==> src/rtl/prx_gate_pkg.sv <==
package prx_gate_pkg;

  typedef enum logic [1:0] {
    SMP_LEVEL = 2'd0,
    SMP_PULSE = 2'd1,
    SMP_SOFT  = 2'd2,
    SMP_RSVD  = 2'd3
  } smp_mode_e;

  // Submode helpers: each answers one question about a 3-bit pulse submode.
  function automatic logic sub_defined(input logic [2:0] s);
    return s <= 3'd5;
  endfunction

  function automatic logic sub_len_closed(input logic [2:0] s);
    return (s == 3'd4) || (s == 3'd5);
  endfunction

  function automatic logic sub_keep_open(input logic [2:0] s);
    return (s == 3'd0) || (s == 3'd1) || (s == 3'd4);
  endfunction

  function automatic logic sub_keep_close(input logic [2:0] s);
    return (s == 3'd0) || (s == 3'd2);
  endfunction

  // A programmed length of zero behaves as one word.
  function automatic logic [31:0] eff_len(input logic [31:0] len);
    return (len == 32'd0) ? 32'd1 : len;
  endfunction

  // True when taking one more word reaches the programmed length.
  function automatic logic reaches_len(input logic [31:0] taken, input logic [31:0] len);
    return (taken + 32'd1) >= eff_len(len);
  endfunction

endpackage

==> src/rtl/prx_en_cond.sv <==
module prx_en_cond #(
  parameter int NUM_EN = 16,
  parameter int SEL_W  = 4
) (
  input  logic              clk,
  input  logic [NUM_EN-1:0] en_lines,
  input  logic [SEL_W-1:0]  en_sel,
  input  logic              en_inv,
  output logic              cond_en,
  output logic              rise
);

  logic [NUM_EN-1:0] hit;
  logic              prev_q;

  // One-hot AND-OR select across the candidate lines.
  for (genvar g = 0; g < NUM_EN; g++) begin : g_sel
    assign hit[g] = en_lines[g] & (en_sel == SEL_W'(g));
  end

  assign cond_en = (|hit) ^ en_inv;

  // The previous level tracks even in reset so that no false edge appears at release.
  always_ff @(posedge clk) begin
    prev_q <= cond_en;
  end

  assign rise = cond_en & ~prev_q;

endmodule

==> src/rtl/prx_frame_fsm.sv <==
module prx_frame_fsm
  import prx_gate_pkg::*;
#(
  parameter int LEN_W = 8
) (
  input  logic             clk,
  input  logic             rst_n,
  input  logic             cond_en,
  input  logic             rise,
  input  logic             sw_en,
  input  logic [1:0]       mode_sel,
  input  logic [2:0]       sub_sel,
  input  logic [LEN_W-1:0] frame_len,
  output logic             take,
  output logic             last,
  output logic             cfg_chg
);

  logic             open_q, open_d;
  logic [LEN_W-1:0] cnt_q, cnt_d;
  logic [1:0]       mode_q;
  logic [2:0]       sub_q;
  logic             len_hit;

  assign cfg_chg = (mode_sel != mode_q) || (sub_sel != sub_q);
  assign len_hit = reaches_len(32'(cnt_q), 32'(frame_len));

  always_comb begin
    take   = 1'b0;
    last   = 1'b0;
    open_d = open_q;
    cnt_d  = cnt_q;
    if (cfg_chg) begin
      open_d = 1'b0;
      cnt_d  = '0;
    end else begin
      case (mode_sel)
        SMP_LEVEL: begin
          take   = cond_en;
          open_d = 1'b0;
          cnt_d  = '0;
        end
        SMP_SOFT: begin
          take   = sw_en;
          open_d = 1'b0;
          cnt_d  = '0;
        end
        SMP_PULSE: begin
          if (!sub_defined(sub_sel)) begin
            open_d = 1'b0;
            cnt_d  = '0;
          end else if (sub_len_closed(sub_sel)) begin
            if (!open_q) begin
              if (rise) begin
                take = sub_keep_open(sub_sel);
                if (sub_keep_open(sub_sel) && reaches_len(32'd0, 32'(frame_len))) begin
                  last   = 1'b1;
                  open_d = 1'b0;
                  cnt_d  = '0;
                end else begin
                  open_d = 1'b1;
                  cnt_d  = sub_keep_open(sub_sel) ? LEN_W'(1) : '0;
                end
              end
            end else begin
              take = 1'b1;
              if (len_hit) begin
                last   = 1'b1;
                open_d = 1'b0;
                cnt_d  = '0;
              end else begin
                cnt_d = cnt_q + LEN_W'(1);
              end
            end
          end else begin
            if (!open_q) begin
              if (rise) begin
                open_d = 1'b1;
                take   = sub_keep_open(sub_sel);
              end
            end else if (rise) begin
              open_d = 1'b0;
              last   = 1'b1;
              take   = sub_keep_close(sub_sel);
            end else begin
              take = 1'b1;
            end
          end
        end
        default: begin
          open_d = 1'b0;
          cnt_d  = '0;
        end
      endcase
    end
  end

  // Configuration history tracks during reset; frame state clears.
  always_ff @(posedge clk) begin
    mode_q <= mode_sel;
    sub_q  <= sub_sel;
    if (!rst_n) begin
      open_q <= 1'b0;
      cnt_q  <= '0;
    end else begin
      open_q <= open_d;
      cnt_q  <= cnt_d;
    end
  end

  // an open length-closed frame never holds a count at or past its length.
  a_r7_cnt_bound: assert property (@(posedge clk) disable iff (!rst_n)
    (open_q && mode_q == SMP_PULSE && sub_len_closed(sub_q))
      |-> (32'(cnt_q) < eff_len(32'(frame_len))));

  // a frame is only ever open after a cycle in a defined pulse submode.
  a_r9_open_pulse_only: assert property (@(posedge clk) disable iff (!rst_n)
    open_q |-> ($past(mode_sel) == SMP_PULSE && $past(sub_sel) <= 3'd5));

endmodule

==> src/rtl/prx_out_stage.sv <==
module prx_out_stage #(
  parameter int DATA_W = 8
) (
  input  logic              clk,
  input  logic              rst_n,
  input  logic              take,
  input  logic              last,
  input  logic [DATA_W-1:0] data_in,
  output logic [DATA_W-1:0] out_data,
  output logic              out_valid,
  output logic              out_eof
);

  always_ff @(posedge clk) begin
    if (!rst_n) begin
      out_data  <= '0;
      out_valid <= 1'b0;
      out_eof   <= 1'b0;
    end else begin
      out_valid <= take;
      out_eof   <= last;
      if (take) out_data <= data_in;
    end
  end

  // the data word moves only alongside a valid strobe.
  a_r11_hold: assert property (@(posedge clk) disable iff (!rst_n)
    (!out_valid && $past(rst_n)) |-> $stable(out_data));

endmodule

==> src/rtl/prx_sample_gate.sv <==
module prx_sample_gate
  import prx_gate_pkg::*;
#(
  parameter int NUM_EN = 16,
  parameter int DATA_W = 8,
  parameter int LEN_W  = 8,
  localparam int SEL_W = (NUM_EN > 1) ? $clog2(NUM_EN) : 1
) (
  input  logic              clk,
  input  logic              rst_n,
  input  logic [NUM_EN-1:0] en_lines,
  input  logic [SEL_W-1:0]  en_sel,
  input  logic              en_inv,
  input  logic              sw_en,
  input  logic [1:0]        mode_sel,
  input  logic [2:0]        sub_sel,
  input  logic [LEN_W-1:0]  frame_len,
  input  logic [DATA_W-1:0] data_in,
  output logic [DATA_W-1:0] out_data,
  output logic              out_valid,
  output logic              out_eof
);

  logic cond_en;
  logic rise;
  logic take;
  logic last;
  logic cfg_chg;

  prx_en_cond #(.NUM_EN(NUM_EN), .SEL_W(SEL_W)) u_cond (
    .clk      (clk),
    .en_lines (en_lines),
    .en_sel   (en_sel),
    .en_inv   (en_inv),
    .cond_en  (cond_en),
    .rise     (rise)
  );

  prx_frame_fsm #(.LEN_W(LEN_W)) u_fsm (
    .clk       (clk),
    .rst_n     (rst_n),
    .cond_en   (cond_en),
    .rise      (rise),
    .sw_en     (sw_en),
    .mode_sel  (mode_sel),
    .sub_sel   (sub_sel),
    .frame_len (frame_len),
    .take      (take),
    .last      (last),
    .cfg_chg   (cfg_chg)
  );

  prx_out_stage #(.DATA_W(DATA_W)) u_out (
    .clk       (clk),
    .rst_n     (rst_n),
    .take      (take),
    .last      (last),
    .data_in   (data_in),
    .out_data  (out_data),
    .out_valid (out_valid),
    .out_eof   (out_eof)
  );

  // steady level gating follows the conditioned enable one cycle later.
  a_r3_level: assert property (@(posedge clk) disable iff (!rst_n)
    ($past(rst_n) && $past(mode_sel) == SMP_LEVEL && $past(mode_sel, 2) == SMP_LEVEL
       && $past(sub_sel) == $past(sub_sel, 2))
      |-> (out_valid == $past(cond_en) && !out_eof));

  // steady software gating follows sw_en one cycle later.
  a_r4_soft: assert property (@(posedge clk) disable iff (!rst_n)
    ($past(rst_n) && $past(mode_sel) == SMP_SOFT && $past(mode_sel, 2) == SMP_SOFT
       && $past(sub_sel) == $past(sub_sel, 2))
      |-> (out_valid == $past(sw_en) && !out_eof));

  // undefined encodings raise neither strobe.
  a_r8_undef: assert property (@(posedge clk) disable iff (!rst_n)
    (out_valid || out_eof)
      |-> ($past(mode_sel) != SMP_RSVD
           && !($past(mode_sel) == SMP_PULSE && $past(sub_sel) > 3'd5)));

  // a configuration change cycle produces no strobe at all.
  a_r9_no_eof_on_chg: assert property (@(posedge clk) disable iff (!rst_n)
    ($past(cfg_chg) && $past(rst_n)) |-> (!out_valid && !out_eof));

endmodule

==> config.mk <==
export PLATFORM = sky130hd
export DESIGN_NAME = prx_sample_gate
export DESIGN_NICKNAME = d
export VERILOG_FILES = /design/src/rtl/prx_gate_pkg.sv /design/src/rtl/prx_en_cond.sv /design/src/rtl/prx_frame_fsm.sv /design/src/rtl/prx_out_stage.sv /design/src/rtl/prx_sample_gate.sv
export SDC_FILE = /design/constraint.sdc
export NUM_CORES = 1
export LEC_CHECK = 0
export BUFFER_PORTS_ARGS = -buffer_cell sky130_fd_sc_hd__buf_4
export CORE_UTILIZATION = 30
export CTS_BUF_LIST = sky130_fd_sc_hd__clkbuf_4
export DETAILED_ROUTE_END_ITERATION = 8
export GPL_TIMING_DRIVEN = 0
export PLACE_DENSITY_LB_ADDON = 0.3
export SLEW_MARGIN = 20
export SYNTH_ARGS = -nofsm -noshare
export SYNTH_HDL_FRONTEND = slang
export SYNTH_SLANG_ARGS = --single-unit
==> constraint.sdc <==
create_clock -name clk -period 2.6 [get_ports clk]
set_input_delay 0.26 -clock clk [delete_from_list [all_inputs] [get_ports clk]]
set_output_delay 0.26 -clock clk [all_outputs]
set_load 0.01 [all_outputs]
==> impl_metrics.toml <==
[run_status]
status = "finished clean"

[floorplanning]
initial_core_util = 0.317
pin_count = 55
die-area_mm2 = 0.00577
core_mm2 = 0.00517
rows = 26
die-width_um = 75.9
die_h_um = 75.9

[cells_and_area]
layout.nets = 316
antenna_cells = 0
utilization = 0.448
area_growth_pct = 41.3
multi_input_area_mm2 = 0.00113
n_fill_cell = 500
fin_area_mm2 = 0.00232
drive_gt1_frac = 0.377
ff_latch_area_um2 = 510

[global_routing]
antenna_found_initial = 0
grt_use_total = 0.130
grt_max_degree = 16
grt_pass1_vias = 1421
grt_pass1_wl_um = 6220
grt-ovfl-total = 0

[timing]
finalHoldViolCount = 0
finalCriticalPeriod_ps = 2560
fin_hold_ws_ps = 39.8
setup_violations = 0
grt_setup_unrepaired = "yes"
finalCritPeriodShare = 0.986
worst_slew_pin_slew_ps = 565
clock_skew_ps = 1.06
drv_slew = 0
relSlewSlack = 0.620
fmax_mhz = 390
setup_ws_ps = 36.9

[power]
vdd_drop_max_v = 0.000125
power.density_mw_per_mm2 = 320
p_leak_nw = 0.960

[detailed_routing]
first_iter_violations = 34
via_per_inst = 4.71
wire_per_inst_um = 11.8
drc = 0
wl_um = 3900
drt_first_pass_iters = 4
vias = 1555
antenna_left = 0

[placement]
numPortBuffers = 52
dp_slack_ps = -462
post_dp_cell_area_mm2 = 0.00212
dpl.hpwl_um = 2880
place_congestion = 0.761

[worst_setup_path]
cp_max_fo = 4
critical_path_required_ps = 2860
crit_arrival_ps = 2830
start_kind = "flop"
rr_worst_depth = 12
path_class = "flop to flop"
end_kind = "flop"

[clocking]
clkTransAtPathRegs_ps = 140
tritoncts.num_buffers = 3
cts.sinks = 25
clockRootBuffer = "clkbuf_4"
cts_tree = "built"
clk_latency_ps = 320
clockBufferDepth = 2
htreeDepth = 1

[synthesis]
ys_seq_elements = 25
yosysWarningCount = 0
synthArstFlopShare = 0
synth_flop_cell = "dfxtp_1"
avgSynthCellArea_um2 = 8.46
post_synth_num_cell_types = 46
yosysTopAreaCellShare = 0.305
yosysSeqAreaShare = 0.305
synth.net_count = 249
syn-instance-count = 194
yosysMostFrequentCell = "dfxtp_1"
syn_area_mm2 = 0.00164
yosysTopAreaCell = "dfxtp_1"
synth_top_cells_by_area = "dfxtp_1 31%, ha_1 7.6%, nand2_1 5.3%, mux2i_1 4.9%, nand3_1 4.9%"
synth_edf_count = 0
synthTopCellsByCount = "25 x dfxtp_1, 23 x nand2_1, 16 x nand3_1"

[worst_hold_path]
hold_path_class = "input port to flop"
hold_depth = 1

[job]
cap_violations = 0
## layout make-up
cell class,count,share of cell area
Buffer,7,0.0205
Timing Repair Buffer,62,0.201
Tap cell,70,0.0378
Sequential cell,25,0.220
Multi-Input combinational cell,150,0.488
Clock buffer,3,0.00971
Inverter,12,0.0194
Clock inverter,1,0.00324
## logic make-up (layout without fill, tap and decap cells)
group           after synthesis  in the layout  share of synthesized area
mux                          12             12                     0.0992
flops                        25             25                      0.305
fa+ha+maj                    10             10                     0.0763
buf+inv                      19             85                     0.0503
compound gates               43             43                      0.176
simple gates                 74             74                      0.234
xor+xnor                     11             11                     0.0587
## cells in the final DEF (no fill, tap or decap), types with 2 or more instances in the layout
cell type | synthesis | final
inv_1 | 11 | 11
clkbuf_4 | 0 | 4
dfxtp_4 | 0 | 2
a211oi_2 | 1 | 3
ha_1 | 10 | 9
mux4_2 | 2 | 2
o21ai_0 | 6 | 4
a211oi_1 | 5 | 3
nand2_1 | 23 | 23
xor2_1 | 5 | 4
nor3_1 | 5 | 5
clkbuf_1 | 4 | 3
nor4_1 | 3 | 3
o21ai_1 | 8 | 10
and2_1 | 2 | 2
a21o_1 | 3 | 3
dfxtp_2 | 0 | 2
nor2_1 | 7 | 6
a21oi_2 | 1 | 4
xnor2_1 | 6 | 6
a21oi_1 | 11 | 8
nor2b_1 | 5 | 5
buf_4 | 1 | 62
dfxtp_1 | 25 | 21
mux2i_1 | 8 | 8
nand3_1 | 16 | 14
nand2b_1 | 3 | 3
## report_power, final
| part | switching (mW) | internal (mW) | total (mW) |
|---|---|---|---|
| logic | 0.0727 | 0.0922 | 0.165 |
| clock network | 0.123 | 0.0589 | 0.182 |
| registers | 0.00594 | 0.389 | 0.394 |
| total | 0.201 | 0.540 | 0.741 |
## per-layer routing
layer  vias to the layer above  wire length, µm  GRT usage  share of wire
met1                       689             1750      0.156           0.45
met3                         4              163     0.0313          0.042
met5                         -                0          0              0
met2                        36             1940      0.225           0.50
li1                        826                -          -              -
met4                         0               45     0.0481          0.012
## flip-flops by register name (all words and copies together) (netlist names)
signal           count
u_fsm.cnt_q          8
u_out.out_data       8
u_fsm.sub_q          3
u_fsm.mode_q         2
u_cond.prev_q        1
u_fsm.open_q         1
u_out.out_eof        1
u_out.out_valid      1
## timing repair
action	CTS	global route
cloned	0	1
setup endpoints to repair	10	10
pin swaps	3	10
hold buffers	0	0
setup buffers	1	8
endpoints found under the hold margin	0	0
resized for setup	9	14
## through the flow
step	cells	setup TNS (ps)	power, mW
floorplan	194	0	0.496
global placement	316	-3780	0.566
detailed placement	316	-3850	0.569
CTS	321	0	0.749
global route	330	-564	0.782
finish	330	0	0.741
## path summary, 6_finish.rpt
check	startpoint	endpoint	slack, ps
worst max-delay path	u_fsm.cnt_q[0]$_SDFFE_PP0P_	u_out.out_eof$_SDFF_PP0_	40
worst min-delay path	sub_sel[2]	u_fsm.sub_q[2]$_DFF_P_	40
worst max register to register	u_fsm.cnt_q[0]$_SDFFE_PP0P_	u_out.out_eof$_SDFF_PP0_	40
worst min register to register	u_out.out_data[6]$_SDFFE_PN0P_	u_out.out_data[6]$_SDFFE_PN0P_	460
## worst max-delay path, stage by stage (launching register included)
cell       delay, ps
dfxtp_4          390
ha_4             160
nand3_4           90
or2_4            280
xnor2_1          130
ha_1             280
nor2b_1          130
o21ai_1           90
o2111ai_2        110
a21oi_2           80
buf_4            150
or4b_4           480
a21oi_2          120
No activity file was read; power rests on OpenSTA's default activity.
